--- config.mk ---
export PLATFORM = sky130hd
export DESIGN_NAME = sata_irq_agg
export DESIGN_NICKNAME = d
export VERILOG_FILES = /design/src/rtl/sata_irq_pkg.sv /design/src/rtl/sata_irq_ctrl.sv /design/src/rtl/sata_irq_dp.sv /design/src/rtl/sata_irq_agg.sv
export SDC_FILE = /design/constraint.sdc
export NUM_CORES = 1
export LEC_CHECK = 0
export ABC_AREA = 1
export BUFFER_PORTS_ARGS = -buffer_cell sky130_fd_sc_hd__buf_2
export CAP_MARGIN = 20
export CORE_MARGIN = 2
export CORE_UTILIZATION = 46
export DETAILED_ROUTE_END_ITERATION = 8
export MAX_ROUTING_LAYER = met4
export PLACE_DENSITY = 0.85
export RECOVER_POWER = 100
export SYNTH_ARGS = -nofsm -noshare
export SYNTH_HDL_FRONTEND = slang
export SYNTH_SLANG_ARGS = --single-unit
--- constraint.sdc ---
create_clock -name clk -period 1.4 [get_ports clk]
set_input_delay 0.14 -clock clk [delete_from_list [all_inputs] [get_ports clk]]
set_output_delay 0.14 -clock clk [all_outputs]
set_load 0.005 [all_outputs]
--- src/rtl/sata_irq_pkg.sv ---
package sata_irq_pkg;

  localparam int NUM_PORTS    = 4;
  localparam int EVT_PER_PORT = 5;
  localparam int DATA_W       = 32;
  localparam int ADDR_W       = 4;
  localparam int BYTE_W       = DATA_W / NUM_PORTS;
  localparam int PORT_IDX_W   = $clog2(NUM_PORTS);
  localparam int EVT_W        = NUM_PORTS * EVT_PER_PORT;

  // Word addresses of the register windows
  localparam int PEND_ADDR = 0;
  localparam int ERR_BASE  = 4;
  localparam int STAT_BASE = 8;

  // Error-register bit that event k of a port sets; the summary bit of
  // event k sits at BYTE_W-2-k inside the port's byte.
  localparam int ERR_POS [EVT_PER_PORT] = '{21, 8, 10, 22, 11};

  typedef enum logic [1:0] {
    RD_ZERO = 2'd0,
    RD_PEND = 2'd1,
    RD_ERR  = 2'd2
  } rdSrcE;

  typedef struct packed {
    logic [NUM_PORTS-1:0]  errWrSel;
    logic [NUM_PORTS-1:0]  statRdSel;
    rdSrcE                 rdSrc;
    logic [PORT_IDX_W-1:0] rdPort;
  } ctlStrobeT;

endpackage

--- src/rtl/sata_irq_ctrl.sv ---
module sata_irq_ctrl
  import sata_irq_pkg::*;
(
  input  logic [ADDR_W-1:0] regAddr,
  input  logic              regWrEn,
  input  logic              regRdEn,
  output ctlStrobeT         strobes
);

  logic [NUM_PORTS-1:0] errHit;
  logic [NUM_PORTS-1:0] statHit;
  logic                 pendHit;

  assign pendHit = (regAddr == ADDR_W'(PEND_ADDR));

  for (genvar p = 0; p < NUM_PORTS; p++) begin : g_dec
    assign errHit[p]  = (regAddr == ADDR_W'(ERR_BASE + p));
    assign statHit[p] = (regAddr == ADDR_W'(STAT_BASE + p));
  end

  always_comb begin
    strobes.errWrSel  = errHit & {NUM_PORTS{regWrEn}};
    strobes.statRdSel = statHit & {NUM_PORTS{regRdEn}};
    strobes.rdSrc     = RD_ZERO;
    strobes.rdPort    = '0;
    if (regRdEn) begin
      if (pendHit) begin
        strobes.rdSrc = RD_PEND;
      end else if (|errHit) begin
        strobes.rdSrc  = RD_ERR;
        strobes.rdPort = PORT_IDX_W'(regAddr - ADDR_W'(ERR_BASE));
      end
    end
  end

endmodule

--- src/rtl/sata_irq_dp.sv ---
module sata_irq_dp
  import sata_irq_pkg::*;
(
  input  logic               clk,
  input  logic               rstN,
  input  ctlStrobeT          strobes,
  input  logic [DATA_W-1:0]  regWrData,
  input  logic [EVT_W-1:0]   errEvent,
  input  logic [NUM_PORTS-1:0] fisIrq,
  output logic [DATA_W-1:0]  regRdData,
  output logic [DATA_W-1:0]  pendVec,
  output logic               irqOut
);

  logic [DATA_W-1:0] errImage [NUM_PORTS];

  for (genvar p = 0; p < NUM_PORTS; p++) begin : g_port
    logic [EVT_PER_PORT-1:0] errFlags;
    logic [EVT_PER_PORT-1:0] evtIn;
    logic [EVT_PER_PORT-1:0] clrMask;
    logic                    devIrq;
    logic [BYTE_W-1:0]       byteView;
    logic [DATA_W-1:0]       imgView;

    assign evtIn = errEvent[p*EVT_PER_PORT +: EVT_PER_PORT];

    always_comb begin
      for (int k = 0; k < EVT_PER_PORT; k++) begin
        clrMask[k] = strobes.errWrSel[p] & regWrData[ERR_POS[k]];
      end
    end

    // Set has priority over a same-cycle clear
    always_ff @(posedge clk) begin
      if (!rstN) begin
        errFlags <= '0;
      end else begin
        errFlags <= (errFlags & ~clrMask) | evtIn;
      end
    end

    // FIS interrupt has priority over a same-cycle status read
    always_ff @(posedge clk) begin
      if (!rstN) begin
        devIrq <= 1'b0;
      end else begin
        devIrq <= fisIrq[p] | (devIrq & ~strobes.statRdSel[p]);
      end
    end

    always_comb begin
      byteView = '0;
      byteView[BYTE_W-1] = devIrq;
      for (int k = 0; k < EVT_PER_PORT; k++) begin
        byteView[BYTE_W-2-k] = errFlags[k];
      end
    end

    always_comb begin
      imgView = '0;
      for (int k = 0; k < EVT_PER_PORT; k++) begin
        imgView[ERR_POS[k]] = errFlags[k];
      end
    end

    assign pendVec[p*BYTE_W +: BYTE_W] = byteView;
    assign errImage[p] = imgView;
  end

  always_comb begin
    case (strobes.rdSrc)
      RD_PEND: regRdData = pendVec;
      RD_ERR:  regRdData = errImage[strobes.rdPort];
      default: regRdData = '0;
    endcase
  end

  always_ff @(posedge clk) begin
    if (!rstN) begin
      irqOut <= 1'b0;
    end else begin
      irqOut <= |pendVec;
    end
  end

endmodule

--- src/rtl/sata_irq_agg.sv ---
module sata_irq_agg
  import sata_irq_pkg::*;
(
  input  logic                 clk,
  input  logic                 rstN,
  input  logic [ADDR_W-1:0]    regAddr,
  input  logic                 regWrEn,
  input  logic                 regRdEn,
  input  logic [DATA_W-1:0]    regWrData,
  output logic [DATA_W-1:0]    regRdData,
  input  logic [EVT_W-1:0]     errEvent,
  input  logic [NUM_PORTS-1:0] fisIrq,
  output logic                 irqOut
);

  ctlStrobeT         strobes;
  logic [DATA_W-1:0] pendVec;

  sata_irq_ctrl u_ctrl (
    .regAddr (regAddr),
    .regWrEn (regWrEn),
    .regRdEn (regRdEn),
    .strobes (strobes)
  );

  sata_irq_dp u_dp (
    .clk       (clk),
    .rstN      (rstN),
    .strobes   (strobes),
    .regWrData (regWrData),
    .errEvent  (errEvent),
    .fisIrq    (fisIrq),
    .regRdData (regRdData),
    .pendVec   (pendVec),
    .irqOut    (irqOut)
  );

endmodule

==> metrics, run 1 <==
DRC=0; crit-path max FO=20; largest net degree at the start of global routing=25; Max-Cap Viols=0; Total GRT Usage=0.209; worst r2r dst=u_dp.irqOut$_SDFF_PN0_; r2r setup slk=0.38 ns; cts hold-fix bufs=0; Post-DRT Antenna Nets=0; Die Wd=62.3 um; vias in the first global route=1540; Post-Syn Area per Cell=6.17 um^2; WL per Instance=11.0 um; crit end category=output port; CTS Buffer Depth=2; Final Max Slew Viols=0; minimum clock period=1.33 ns; Gate Count Post-Synth=253; Setup Skew=0.00459 ns; register bit count reported by yosys=25; Via Count=1684; setup TNS=0 ns; clk sinks=25; worst skew pair latency=0.32 ns; post-CTS sizing=0; final hold viol count=0; crit start category=input pin; clk root buf=clkbuf_4; # IOs=a little under 100; Netlist Area Pre-Place=~1600 um^2; routed vias/inst=4.66; global-route wire length before repair=6460 um; 1st-pass router iterations=4; die height=62.3 um; ANT cells=0; CTS HTree Levels=1; Critical Path RT=1.26 ns; Area Growth Syn to Fin=20.6%; hold path start=rstN; die footprint=3880 um^2; cts bufs inserted=3; final setup fails=0; num rows=21; Worst-path clk slew=0.13 ns; Port Buf Inserts=62; share of cells above drive strength 1=0.286; CTS tree=yes; Worst Path Class, Setup=in2out; initial antenna violation count=0; post-route cell area=1880 um^2; Worst Hold End=u_dp.irqOut$_SDFF_PN0_; Crit path arrival time=1.19 ns; FMAX=roughly 750 MHz; status=finished clean; dpl hpwl=roughly 3200 um; post-synthesis sequential area ratio=0.321; fillers=369; Worst R2R Path Depth=6; worst min-delay path class=in2reg; RSZ-0062 raised after global routing=false; initial core utilization=0.472; Placer Congestion=0.924; drt total wl=3960 um; DRT iter0 DRCs=60; Power Density=748 nW/um^2; post-synth cell types=17; peak supply drop=around 0.5 mV; placed instance area=between 1500 and 2000 um^2; core area=~3300 um^2; fin nets=380; GR Overflow Total=0; Final period util=0.952; Lkg Pwr=between 0.001 and 0.0015 uW; postcts setup bufs=0; Min-Delay Path Depth=3; reg2reg start=u_dp.g_port[1].errFlags[3]$_SDFF_PN0_; Ys Warns=0
flip-flops by register name (all words and copies together) (netlist names):
| signal | flops |
|---|---|
| u_dp.g_port.devIrq | 4 |
| u_dp.g_port.errFlags | 20 |
| u_dp.irqOut | 1 |
synth_stat cells:
library cell	number	share of area
a21oi_1	25	0.080
buf_2	2	0.0064
buf_4	7	0.034
buf_6	2	0.014
clkbuf_1	2	0.0048
clkinv_1	1	0.0024
conb_1	1	0.0024
dfxtp_1	25	0.32
inv_1	58	0.14
inv_2	2	0.0048
nand2_1	47	0.11
nand3_1	20	0.064
nand4_1	5	0.020
nor2_1	13	0.031
nor2_2	22	0.088
nor3_4	1	0.010
o21ai_0	20	0.064
metrics by stage:
stage               hold WS [ns]  power (uW)  std cells  worst slack (ns)  utilization
floorplan                  0.238        1000        259             0.412            -
CTS                      0.00581        1410        361            0.0376        0.577
detailed placement         0.346        1100        357            0.0396        0.568
finish                   0.00668        1410        361            0.0666        0.569
global route              0.0241        1490        361           0.00533        0.569
global placement           0.334        1090        357            0.0669        0.568
how the worst max path moves through the flow:
stage,start,end,slack [ns],depth (start not counted)
final,regAddr[0],regRdData[31],0.07,7
after global routing,u_dp.g_port[3].errFlags[2]$_SDFF_PN0_,regRdData[10],0.005,7
after CTS,u_dp.g_port[2].errFlags[1]$_SDFF_PN0_,regRdData[8],0.04,5
after detailed placement,regAddr[0],regRdData[31],0.04,7
after global placement,regAddr[0],regRdData[27],0.07,7
after floorplan,regRdEn,regRdData[12],0.41,6
metal layers:
metal / vias to the layer above / wire length [um] / GRT usage
met5: - / 0 / -
met4: 0 / 70 / 0.0778
met3: 7 / 258 / 0.0290
met2: 59 / 1930 / 0.363
met1: 736 / 1700 / 0.247
li1: 882 / - / -
worst max-delay path, stage by stage:
cell and delay (ns):
clkbuf_2 0.14, nor2_2 0.16, nand2_1 0.08, nor3_2 0.21, inv_4 0.16, nor2_1 0.16
buf_2 0.14
cell type report:
| class | instances | area, um^2 | share of cell area |
|---|---|---|---|
| clock buffers | 3 | 22.5 | 0.0120 |
| well taps | 46 | 57.6 | 0.0306 |
| flip-flops and latches | 25 | 513 | 0.272 |
| multi-input cells | 160 | 724 | 0.385 |
| clock inverters | 1 | 5.00 | 0.00266 |
| repair buffers | 65 | 329 | 0.175 |
| inverters | 61 | 231 | 0.123 |
layout by cell type (no fill, tap or decap):
master,count
nand3_2,1
nand2_1,47
dfxtp_2,10
nor3_2,1
nor2_2,6
buf_2,57
inv_1,55
clkbuf_1,3
a21oi_1,24
dfxtp_1,15
a21oi_2,1
inv_2,4
clkinv_2,1
clkbuf_4,3
conb_1,7
nor2_1,29
clkbuf_2,2
nand4_1,5
inv_4,1
buf_4,3
clkinv_1,1
o21ai_0,20
nand3_1,19
report_power, final:
group	switching, uW	internal, uW	total [uW]
Sequential	36.1	767	803
Combinational	171	112	283
Clock	215	107	322
cells by family after synthesis:
| group | share of synthesized area |
|---|---|
| compound gates | 0.144 |
| simple gates | 0.327 |
| other cells | 0.00240 |
| flops | 0.321 |
| buf+inv | 0.206 |
No activity file was read; power rests on OpenSTA's default activity.
==> inputs of run 2 (changes only) <==
--- a/config.mk
+++ b/config.mk
@@ -14,6 +14,7 @@
 export MAX_ROUTING_LAYER = met4
 export PLACE_DENSITY = 0.85
 export RECOVER_POWER = 100
+export REMOVE_ABC_BUFFERS = 1
 export SYNTH_ARGS = -nofsm -noshare
 export SYNTH_HDL_FRONTEND = slang
 export SYNTH_SLANG_ARGS = --single-unit
==> run 2 against run 1 <==
Sequential cell count unchanged; die area unchanged; combinational power up 2%; via count unchanged; cell count unchanged; first-iteration DRC count up 98%; sequential power down 0.7%; hold slack better by 0.0080 ns; clock-buffer cell count unchanged; power down 0.33%; routed wire length up 0.81%; register-to-register slack better by 0.04 ns; highest routed layer unchanged.
==> metrics, run 2 (synthesis results as in run 1) <==
fillers=375 (was 369); minimum clock period=1.34 ns (was 1.33 ns); ANT cells=0 (unchanged); CTS tree=yes (unchanged); worst min-delay path class=in2reg (unchanged); fin nets=380 (unchanged); DRC=0 (unchanged); Net Switching=421 uW (was 422 uW); crit start category=flip-flop (was input pin); Total GRT Usage=0.211 (was 0.209); Lkg Pwr=0.00110 uW (about the same); WL per Instance=11.1 um (was 11.0 um); post-route cell area=1880 um^2 (about the same); Max-Cap Viols=0 (unchanged); Worst path max stage delay=0.37 ns (was 0.21 ns); Clk network pwr share=0.227 (was 0.229); Placer Congestion=0.921 (was 0.924); FMAX=745 MHz (was 750 MHz); 1st-pass router iterations=4 (unchanged); dpl hpwl=3070 um (was 3220 um); Worst R2R Path Depth=6 (unchanged); Area Growth Syn to Fin=20.4% (was 20.6%); Min-Delay Path Depth=3 (unchanged); internal power=982 uW (was 986 uW); Critical Path RT=1.26 ns (about the same); crit-path cells=inv_2, nand2_1, nand3_1, a21oi_1, clkbuf_2 (was clkbuf_2, nor2_2, nand2_1, nor3_2, inv_4, nor2_1, buf_2); initial core utilization=0.472 (unchanged); max reg flops=20 (unchanged); final hold viol count=0 (unchanged); RSZ-0062 raised after global routing=true (was false); worst skew pair latency=0.31 ns (was 0.32 ns); crit end category=output port (unchanged); # IOs=97 (unchanged); Final Max Slew Viols=0 (unchanged); Final Non-Filler Cells=361 (unchanged); Design Power=1400 uW (was 1410 uW); placed instance area=1880 um^2 (unchanged); status=finished clean (unchanged); Power Density=747 nW/um^2 (was 748 nW/um^2); global-route wire length before repair=6600 um (was 6460 um); die footprint=3880 um^2 (unchanged); slowest cell on the critical path=dfxtp_1 (was nor3_2); vias in the first global route=1524 (was 1540); most frequent cells in the layout=54 x inv_1, 53 x buf_2, 47 x nand2_1 (was 57 x buf_2, 55 x inv_1, 47 x nand2_1); cts bufs inserted=3 (unchanged); crit-path max FO=3 (was 20); core area=3310 um^2 (unchanged); Via Count=1684 (unchanged); GR Overflow Total=0 (unchanged); Reg power frac=0.568 (was 0.570); die height=62.3 um (unchanged); Worst Path Class, Setup=reg2out (was in2out); Setup Skew=0.00389 ns (was 0.00459 ns); clk root buf=clkbuf_4 (unchanged); share of cells above drive strength 1=0.270 (was 0.286); DRT iter0 DRCs=119 (was 60); largest net degree at the start of global routing=25 (unchanged); initial antenna violation count=0 (unchanged); Top reg by flops=u_dp.g_port.errFlags (unchanged); Worst-path clk slew=0.14 ns (was 0.13 ns); num rows=21 (unchanged); Switching Fraction=0.300 (about the same); peak supply drop=0.687 mV (was 0.501 mV); clk sinks=25 (unchanged); dpl cells=357 (unchanged); Post-DRT Antenna Nets=0 (unchanged); Crit path arrival time=1.20 ns (was 1.19 ns); biggest regs=u_dp.g_port.errFlags x20, u_dp.g_port.devIrq x4, u_dp.irqOut x1 (unchanged); commonest non-fill, non-tap cell in the layout=inv_1 (was buf_2); Die Wd=62.3 um (unchanged); cts hold-fix bufs=0 (unchanged); Port Buf Inserts=62 (unchanged); routed vias/inst=4.66 (unchanged); drt total wl=3990 um (was 3960 um); final setup fails=0 (unchanged); CTS HTree Levels=1 (unchanged); Final period util=0.959 (was 0.952); CTS Buffer Depth=2 (unchanged); Gate power share=0.205 (was 0.201)
==> run 2: changes by cell type in the layout (fill, tap and decap cells not counted), moves of 3 or more <==
cell      change
clkbuf_2      +3
dfxtp_1       +6
nor2_1        -3
dfxtp_2       -6
nor2_2        +3
buf_2         -4
==> run 2: worst max-delay path, delay by kind of cell (launching register included) <==
kind                   cells  cell delay, ns
flip-flops                 1            0.37
buffers and inverters      2            0.20
AND/OR/NAND/NOR            2            0.16
AO/OA/AOI/OAI              1            0.16
==> run 2: routing by layer <==
metal,vias up,global-route usage,routed length (um)
met5,-,-,0
met4,0,0.0583,61
met3,6,0.0326,293
met2,67,0.352,1860
met1,729,0.268,1780
li1,882,-,-
==> run 2: final timing paths <==
path | startpoint | slack (ns) | end
worst max-delay path | u_dp.g_port[0].errFlags[1]$_SDFF_PN0_ | 0.06 | regRdData[8]
worst min-delay path | rstN | 0.01 | u_dp.irqOut$_SDFF_PN0_
worst max register to register | u_dp.g_port[2].errFlags[0]$_SDFF_PN0_ | 0.42 | u_dp.irqOut$_SDFF_PN0_
worst min register to register | u_dp.g_port[3].errFlags[3]$_SDFF_PN0_ | 0.48 | u_dp.g_port[3].errFlags[3]$_SDFF_PN0_
==> run 2: metrics by stage <==
stage               worst slack, ns  hold slack (ns)   util  setup TNS (ns)
floorplan                     0.380            0.238      -               0
global placement             0.0882            0.338  0.568               0
detailed placement           0.0956            0.345  0.568               0
CTS                          0.0538           0.0182  0.577               0
global route               -0.00770           0.0306  0.568        -0.00770
finish                       0.0579           0.0147  0.568               0
==> run 2: cell type report <==
| cell class | count | area, um^2 | area share |
|---|---|---|---|
| inverter | 61 | 231 | 0.123 |
| clock inverter | 1 | 5.00 | 0.00266 |
| timing repair buffer | 65 | 328 | 0.174 |
| tap | 46 | 57.6 | 0.0306 |
| sequential | 25 | 505 | 0.269 |
| clock buffer | 3 | 22.5 | 0.0120 |
| multi-input combinational | 160 | 729 | 0.388 |
==> run 2: power groups by stage <==
stage                     logic, uW  clock network, uW  registers [uW]
after global placement          283                  0             808
after floorplan                 174                  0             801
after detailed placement        289                  0             810
after CTS                       293                317             794
after global routing            329                338             804
final                           288                318             797
==> run 2: repair_timing <==
item / CTS / global route
endpoints found under the setup margin: 0 / 9
setup buffers: 0 / 0
hold endpoints to repair: 0 / 0
resized for setup: 0 / 10
==> inputs of run 3 (changes only) <==
--- a/config.mk
+++ b/config.mk
@@ -9,10 +9,11 @@
 export BUFFER_PORTS_ARGS = -buffer_cell sky130_fd_sc_hd__buf_2
 export CAP_MARGIN = 20
 export CORE_MARGIN = 2
-export CORE_UTILIZATION = 46
+export CORE_UTILIZATION = 48
+export CTS_BUF_LIST = sky130_fd_sc_hd__clkbuf_8
 export DETAILED_ROUTE_END_ITERATION = 8
 export MAX_ROUTING_LAYER = met4
-export PLACE_DENSITY = 0.85
+export PLACE_DENSITY = 0.88
 export RECOVER_POWER = 100
 export REMOVE_ABC_BUFFERS = 1
 export SYNTH_ARGS = -nofsm -noshare
==> run 3 against run 2 <==
Clock-buffer cell count did not move; sequential power about the same; non-clock buffer count increased by 1; largest cell class unchanged.
==> metrics, run 3 (synthesis results as in run 1) <==
pre-CTS setup slack=0.0566 ns (was 0.0956 ns); Power Density=790 nW/um^2 (was 747 nW/um^2); multi-input logic area=742 um^2 (was 729 um^2); postcts setup bufs=0 (unchanged); final hold viol count=0 (unchanged); initial core utilization=0.507 (was 0.472); max reg flops=20 (unchanged); Placer Congestion=0.896 (was 0.921); dpl cells=356 (was 357); post-route setup slack=0.110 ns (was 0.0579 ns); Final period util=0.922 (was 0.959); Worst R2R Path Depth=6 (unchanged); FMAX=775 MHz (was 745 MHz); Top reg by flops=u_dp.g_port.errFlags (unchanged); hold path start=rstN (unchanged); r2r setup slk=0.42 ns (about the same); Final Non-Filler Cells=360 (was 361); Critical Path RT=1.26 ns (about the same); core area=3080 um^2 (was 3310 um^2); DRC=0 (unchanged); # IOs=97 (unchanged); worst r2r dst=u_dp.irqOut$_SDFF_PN0_ (unchanged); clk root buf=clkbuf_8 (was clkbuf_4); RSZ-0062 raised after global routing=false (was true); Design Power=1500 uW (was 1400 uW); Worst Hold End=u_dp.irqOut$_SDFF_PN0_ (unchanged); fin nets=381 (was 380); Total GRT Usage=0.238 (was 0.211); CTS HTree Levels=1 (unchanged); Max-Cap Viols=0 (unchanged); die height=61.0 um (was 62.3 um); post-route cell area=1900 um^2 (was 1880 um^2); Via Count=1720 (was 1684); Worst Path Class, Setup=reg2out (unchanged); setup TNS=0 ns (unchanged); largest net degree at the start of global routing=25 (unchanged); share of cells above drive strength 1=0.244 (was 0.270); CTS tree=yes (unchanged); minimum clock period=1.29 ns (was 1.34 ns); peak supply drop=0.517 mV (was 0.687 mV); WL per Instance=11.4 um (was 11.1 um); global-route wire length before repair=6470 um (was 6600 um); biggest regs=u_dp.g_port.errFlags x20, u_dp.g_port.devIrq x4, u_dp.irqOut x1 (unchanged); 1st-pass router iterations=4 (unchanged); crit-path max FO=3 (unchanged); cts bufs inserted=3 (unchanged); Lkg Pwr=0.00109 uW (was 0.00110 uW); Min-Delay Path Depth=3 (unchanged); Port Buf Inserts=62 (unchanged); routed vias/inst=4.78 (was 4.66); Area Growth Syn to Fin=21.8% (was 20.4%); clk sinks=25 (unchanged); Worst-path clk slew=0.09 ns (was 0.14 ns); register area=500 um^2 (was 505 um^2); fillers=320 (was 375); worst skew pair latency=0.26 ns (was 0.31 ns); drt total wl=4100 um (was 3990 um); vias in the first global route=1491 (was 1524); GR Overflow Total=0 (unchanged); crit end category=output port (unchanged); CTS Buffer Depth=2 (unchanged); dpl hpwl=3250 um (was 3070 um); Final Max Slew Viols=0 (unchanged); worst min-delay path class=in2reg (unchanged); final setup fails=0 (unchanged); status=finished clean (unchanged); most frequent cells in the layout=58 x inv_1, 52 x buf_2, 47 x nand2_1 (was 54 x inv_1, 53 x buf_2, 47 x nand2_1); commonest non-fill, non-tap cell in the layout=inv_1 (unchanged); num rows=20 (was 21); die footprint=3730 um^2 (was 3880 um^2); DRT iter0 DRCs=46 (was 119); crit start category=flip-flop (unchanged); ANT cells=0 (unchanged); Die Wd=61.0 um (was 62.3 um); initial antenna violation count=0 (unchanged); reg2reg start=u_dp.g_port[1].errFlags[3]$_SDFF_PN0_ (was u_dp.g_port[2].errFlags[0]$_SDFF_PN0_); placed instance area=1890 um^2 (was 1880 um^2); Post-DRT Antenna Nets=0 (unchanged); Setup Skew=0.00341 ns (was 0.00389 ns); Crit path arrival time=1.15 ns (was 1.20 ns)
==> run 3: layout make-up <==
class                           instances  area share
Multi-Input combinational cell        160       0.390
Sequential cell                        25       0.263
Timing Repair Buffer                   66       0.172
Inverter                               61       0.122
Tap cell                               44      0.0289
Clock buffer                            3      0.0217
Clock inverter                          1     0.00197
==> run 3: report_power, final <==
| part | internal, uW | switching (uW) |
|---|---|---|
| registers | 762 | 36.1 |
| clock network | 196 | 219 |
| logic | 113 | 177 |
| total | 1070 | 432 |
==> run 3: worst max-delay path by stage <==
stage	start	to	slack, ns	depth (start not counted)
global placement	regAddr[0]	regRdData[29]	0.1	7
floorplan	regAddr[0]	regRdData[12]	0.38	5
global route	regAddr[3]	regRdData[11]	0.01	9
finish	u_dp.g_port[2].errFlags[1]$_SDFF_PN0_	regRdData[8]	0.11	5
detailed placement	regAddr[0]	regRdData[15]	0.06	7
CTS	regAddr[0]	regRdData[15]	0.07	7
==> run 3: worst max-delay path, stage by stage (launching register included) <==
cell      delay (ns)
dfxtp_1         0.38
inv_1           0.07
nand2_1         0.06
nand3_1         0.08
a21oi_1         0.16
clkbuf_1        0.13
==> run 3: stage by stage <==
stage                util  hold WS, ns
CTS                 0.628       0.0805
finish              0.618       0.0795
global route        0.618       0.0861
detailed placement  0.613        0.356
floorplan               -        0.238
global placement    0.613        0.341
==> run 3: routing by layer <==
metal	part of all wire	up-vias	global-route usage
met5	0	-	-
met4	0.019	0	0.0776
met3	0.079	6	0.0189
met2	0.48	75	0.378
met1	0.42	757	0.322
li1	-	882	-
==> run 3: timing repair <==
action / in CTS / in global routing
setup endpoints to repair: 0 / 21
hold endpoints to repair: 0 / 0
hold buffers: 0 / 0
gates resized for setup: 0 / 3
